$ cat src/rtl/swrst_pkg.sv
package swrst_pkg;

  typedef enum logic [1:0] {
    PH_IDLE = 2'd0,
    PH_HIGH = 2'd1,
    PH_LOW  = 2'd2
  } phase_t;

  // strobes from control to datapath
  typedef struct packed {
    logic start;    // load counter, raise pulse
    logic endHigh;  // clear counter, drop pulse
    logic finish;   // clear counter on return to idle
    logic advance;  // count one cycle
  } seqStrb_t;

endpackage

$ cat src/rtl/swrst_ctrl.sv
module swrst_ctrl
  import swrst_pkg::*;
#(
  parameter int ADDR_W = 16,
  parameter int DATA_W = 16,
  parameter int KEY_W = 3,
  parameter logic [ADDR_W-1:0] CTRL_ADDR = 16'h000E,
  parameter logic [KEY_W-1:0] START_KEY = 3'b101
) (
  input  logic              clk,
  input  logic              rstN,
  input  logic              wrEn,
  input  logic [ADDR_W-1:0] wrAddr,
  input  logic [DATA_W-1:0] wrData,
  input  logic              hiDone,
  input  logic              loDone,
  output seqStrb_t          strb,
  output logic              busy
);

  phase_t phase;
  phase_t phaseNext;
  logic   keyHit;
  logic   lastLow;
  logic   accept;

  assign keyHit  = wrEn && (wrAddr == CTRL_ADDR) && (wrData[KEY_W-1:0] == START_KEY);
  assign lastLow = (phase == PH_LOW) && loDone;
  assign accept  = keyHit && ((phase == PH_IDLE) || lastLow);

  always_comb begin
    strb.start   = accept;
    strb.endHigh = (phase == PH_HIGH) && hiDone;
    strb.finish  = lastLow && !accept;
    strb.advance = (phase != PH_IDLE);
  end

  always_comb begin
    phaseNext = phase;
    if (accept) begin
      phaseNext = PH_HIGH;
    end else if (strb.endHigh) begin
      phaseNext = PH_LOW;
    end else if (strb.finish) begin
      phaseNext = PH_IDLE;
    end
  end

  always_ff @(posedge clk or negedge rstN) begin
    if (!rstN) begin
      phase <= PH_IDLE;
    end else begin
      phase <= phaseNext;
    end
  end

  assign busy = (phase != PH_IDLE);

  AST_HIGH_TO_LOW: assert property (@(posedge clk) disable iff (!rstN)
    (phase == PH_HIGH && hiDone) |=> (phase == PH_LOW));

  AST_LOCKOUT: assert property (@(posedge clk) disable iff (!rstN)
    (phase != PH_IDLE && !loDone) |=> !$rose(phase == PH_HIGH));

  AST_ONE_STROBE: assert property (@(posedge clk) disable iff (!rstN)
    $onehot0({strb.start, strb.endHigh, strb.finish}));

  AST_LAST_RETRIGGER: assert property (@(posedge clk) disable iff (!rstN)
    (lastLow && keyHit) |=> (phase == PH_HIGH));

endmodule

$ cat src/rtl/swrst_dp.sv
module swrst_dp
  import swrst_pkg::*;
#(
  parameter int HIGH_CYCLES = 100,
  parameter int LOW_CYCLES = 100
) (
  input  logic     clk,
  input  logic     rstN,
  input  seqStrb_t strb,
  output logic     hiDone,
  output logic     loDone,
  output logic     swRst
);

  localparam int MAX_CYCLES = (HIGH_CYCLES > LOW_CYCLES) ? HIGH_CYCLES : LOW_CYCLES;
  localparam int CNT_W = (MAX_CYCLES > 1) ? $clog2(MAX_CYCLES) : 1;

  logic [CNT_W-1:0] cnt;

  assign hiDone = (cnt == CNT_W'(HIGH_CYCLES - 1));
  assign loDone = (cnt == CNT_W'(LOW_CYCLES - 1));

  always_ff @(posedge clk or negedge rstN) begin
    if (!rstN) begin
      cnt <= '0;
    end else if (strb.start || strb.endHigh || strb.finish) begin
      cnt <= '0;
    end else if (strb.advance) begin
      cnt <= cnt + CNT_W'(1);
    end
  end

  always_ff @(posedge clk or negedge rstN) begin
    if (!rstN) begin
      swRst <= 1'b0;
    end else if (strb.start) begin
      swRst <= 1'b1;
    end else if (strb.endHigh) begin
      swRst <= 1'b0;
    end
  end

  AST_CNT_STEP: assert property (@(posedge clk) disable iff (!rstN)
    (strb.advance && !strb.start && !strb.endHigh && !strb.finish)
      |=> (cnt == $past(cnt) + CNT_W'(1)));

  AST_CNT_RANGE: assert property (@(posedge clk) disable iff (!rstN)
    (cnt <= CNT_W'(MAX_CYCLES - 1)));

  AST_PULSE_HOLD: assert property (@(posedge clk) disable iff (!rstN)
    (!strb.start && !strb.endHigh) |=> (swRst == $past(swRst)));

endmodule

$ cat src/rtl/swrst_seq.sv
module swrst_seq
  import swrst_pkg::*;
#(
  parameter int ADDR_W = 16,
  parameter int DATA_W = 16,
  parameter int KEY_W = 3,
  parameter logic [ADDR_W-1:0] CTRL_ADDR = 16'h000E,
  parameter logic [KEY_W-1:0] START_KEY = 3'b101,
  parameter int HIGH_CYCLES = 100,
  parameter int LOW_CYCLES = 100
) (
  input  logic              clk,
  input  logic              rstN,
  input  logic              wrEn,
  input  logic [ADDR_W-1:0] wrAddr,
  input  logic [DATA_W-1:0] wrData,
  output logic              swRst,
  output logic              busy
);

  seqStrb_t strb;
  logic     hiDone;
  logic     loDone;

  swrst_ctrl #(
    .ADDR_W(ADDR_W), .DATA_W(DATA_W), .KEY_W(KEY_W),
    .CTRL_ADDR(CTRL_ADDR), .START_KEY(START_KEY)
  ) uCtrl (
    .clk(clk), .rstN(rstN), .wrEn(wrEn), .wrAddr(wrAddr), .wrData(wrData),
    .hiDone(hiDone), .loDone(loDone), .strb(strb), .busy(busy)
  );

  swrst_dp #(
    .HIGH_CYCLES(HIGH_CYCLES), .LOW_CYCLES(LOW_CYCLES)
  ) uDp (
    .clk(clk), .rstN(rstN), .strb(strb),
    .hiDone(hiDone), .loDone(loDone), .swRst(swRst)
  );

  AST_RISE_NEEDS_KEY: assert property (@(posedge clk) disable iff (!rstN)
    $rose(swRst) |-> $past(wrEn && wrAddr == CTRL_ADDR && wrData[KEY_W-1:0] == START_KEY));

  AST_PULSE_IN_BUSY: assert property (@(posedge clk) disable iff (!rstN)
    swRst |-> busy);

  AST_IDLE_QUIET: assert property (@(posedge clk) disable iff (!rstN)
    (!$past(busy) && !$past(wrEn)) |-> !busy);

endmodule

$ cat config.mk
export PLATFORM = sky130hd
export DESIGN_NAME = swrst_seq
export DESIGN_NICKNAME = d
export VERILOG_FILES = /design/src/rtl/swrst_pkg.sv /design/src/rtl/swrst_ctrl.sv /design/src/rtl/swrst_dp.sv /design/src/rtl/swrst_seq.sv
export SDC_FILE = /design/constraint.sdc
export NUM_CORES = 1
export LEC_CHECK = 0
export BUFFER_PORTS_ARGS = -buffer_cell sky130_fd_sc_hd__buf_2
export CAP_MARGIN = 15
export CORE_UTILIZATION = 35
export CTS_CLUSTER_DIAMETER = 150
export CTS_CLUSTER_SIZE = 10
export DETAILED_ROUTE_END_ITERATION = 10
export PLACE_DENSITY = 0.68
export SYNTH_ARGS = -nofsm -noshare
export SYNTH_HDL_FRONTEND = slang
export SYNTH_HIERARCHICAL = 1
export SYNTH_SLANG_ARGS = --single-unit
export TNS_END_PERCENT = 1
$ cat constraint.sdc
create_clock -name clk -period 3.7 [get_ports clk]
set_input_delay 0.74 -clock clk [delete_from_list [all_inputs] [get_ports clk]]
set_output_delay 0.74 -clock clk [all_outputs]
set_load 0.02 [all_outputs]
==> out/results.txt <==
top layer in use - met4
Crit Path Max Fanout - 7
CTS Hold Bufs - 0
Post-Syn Area - 572 sq um
max_cap viols - 0
commonest non-fill, non-tap cells in the layout - buf_2 (23), dfrtp_1 (10), nor2_1 (8)
height of the die - 42.4 um
initial core utilization - 0.375
area leader, netlist - dfrtp_1
fillers - 150
Area contributors post-synth - dfrtp_1 (44%), buf_4 (5.3%), nor2_1 (5.3%), xor2_1 (4.6%), o21ai_0 (3.5%)
cell count after synthesis - 60
wire length on met2 - 437 um
Residual DRC - 0
routed vias/inst - 5.03
GP Congestion - 0.793
Final min period - 2550 ps
post-synthesis sequential area ratio - 0.438
Hold Path Class - input pin to asynchronous set/reset pin
I/O pin cnt - 37
Slew HR - 0.720
mean area per synthesized cell - 9.53 sq um
fmax - 392 MHz
wl on met1 - 473 um
CP Launch Type - register
drt pass-1 iters - 4
CP arrival - 2750 ps
Root Buffer - clkbuf_4
Yosys reg bits - 10
power per cell area - 389 mW/mm^2
CP Class - register to register
Starting DRT DRC Count - 5
first-pass GRT wire length - 1.81 mm
clk_lat worst skew - 270 ps
Pins Over Slew Limit - 0
R2R Setup Slk - 1150 ps
pre-CTS setup slack - 1140 ps
Longest Clk Path Bufs - 2
post-synth top area share - 0.438
die area - 0.00180 sq mm
Syn. warnings - 6
syn nets - 96
maximum vdd ir drop - 0.000198 V
Overall Global Routing Usage - 0.133
Via Count - 493
IO Port Bufs - 23
row count - 14
final net count - 119
Area Growth Syn to Fin - 24.1%
Worst Tran Pin Value - 418 ps
Reg-to-Reg End - uDp/cnt[6]
period utilization - 0.689
CTS tree - done
worst r2r src - uDp/cnt[0]
Die X - 42.4 um
Critical Path Sink Type - register
Final Hold Vio Count - 0
clk sink count - 10
Final WS setup - 1150 ps
Post-CTS Resized - 0
GRT overflow - 0
drt total wl - 1.01 mm
total CTS buffers - 3
largest net degree at the start of global routing - 11
WL met3 - 82 um
Final setup viols - 0
Core Area - 0.00152 sq mm
Synth cell types - 25
Avg WL per Cell - 10.3 um
Leakage Power - 0.351 nW
Post-CTS Setup Inserts - 0
RSZ-0062 raised after global routing - false
setup TNS - 0 ps
CTS H-tree lvls - 1
Routed Antenna Nets - 0
post-DP HPWL - 793 um
most common cell after layout, fill and taps aside - buf_2
initial antenna violation count - 0
status - complete, no violations
register clock-pin slew on the reported worst setup and hold paths - 70 ps
vias in the first global route - 454
Antenna diodes - 0
Critical Path RT - 3900 ps
clock skew - 0.391 ps
r2r worst-path depth - 8
share of cells above drive strength 1 - 0.366
==> synth_stat cells (all sizes together) <==
cell type  instances
or3                3
clkbuf             1
a21oi              3
nand2              3
buf                4
nor4               2
or4                1
nor2               8
mux2i              1
dfrtp             10
or2                1
nor3               1
nor4b              1
xor2               3
and3b              1
nand4b             2
ha                 1
a21o               1
o211a              1
o21ai              4
inv                1
nor2b              2
nand4              4
xnor2              1
==> per-stage QoR <==
step	std cells	power (mW)	hold WS [ps]	instance area, sq um	utilization
CTS	98	0.281	309	709	0.466
finish	98	0.276	311	709	0.466
floorplan	60	0.159	444	572	-
global placement	94	0.176	467	673	0.442
global route	98	0.294	319	709	0.466
detailed placement	94	0.177	474	673	0.442
==> cell families after synthesis <==
group                    synth area share
AO/OA/AOI/OAI                      0.0919
XOR/XNOR                           0.0613
adder cells (fa/ha/maj)            0.0219
flip-flops                          0.438
AND/OR/NAND/NOR                     0.304
multiplexers                       0.0175
buffers and inverters              0.0656
==> layout make-up <==
class,instances,area [sq um],share of cell area
clock buffers,4,36.3,0.0511
flip-flops and latches,10,250,0.353
multi-input cells,44,284,0.400
well taps,16,20.0,0.0282
inverters,1,3.75,0.00529
repair buffers,23,115,0.162
==> state kept, by name (all words and copies together), names as in the netlist <==
register	cells
uDp/cnt	7
uDp/swRst	1
uCtrl/phase	2
==> power by group <==
group	internal, mW	leakage (nW)	switching [mW]
Sequential	0.124	0.125	0.0161
Combinational	0.0191	0.206	0.0154
Clock	0.0599	0.0210	0.0414
Total	0.203	0.351	0.0729
==> worst max-delay path by stage <==
stage	endpoint	start	slack (ps)	cells after the start
floorplan	uDp/cnt[5]	uDp/cnt[0]	1310	10
global placement	uDp/cnt[6]	uDp/cnt[0]	1180	8
detailed placement	uDp/cnt[5]	uDp/cnt[0]	1140	8
CTS	uDp/cnt[6]	uDp/cnt[0]	1130	8
global route	uDp/cnt[4]	uDp/cnt[0]	950	8
finish	uDp/cnt[6]	uDp/cnt[0]	1150	8
==> per-layer routing <==
metal	GRT usage	vias up
met1	0.174	208
met5	0	-
li1	-	255
met4	0.0375	0
met3	0.0647	2
met2	0.194	28
==> critical path: stages (launching register included) <==
cell and delay, ps:
dfrtp_1 400, ha_1 230, nand4b_1 110, nor3_1 350
nor2b_1 100, or4_4 500, o211a_1 210, or3_1 430
a21oi_1 160
Power figures use the tool's default switching activity.
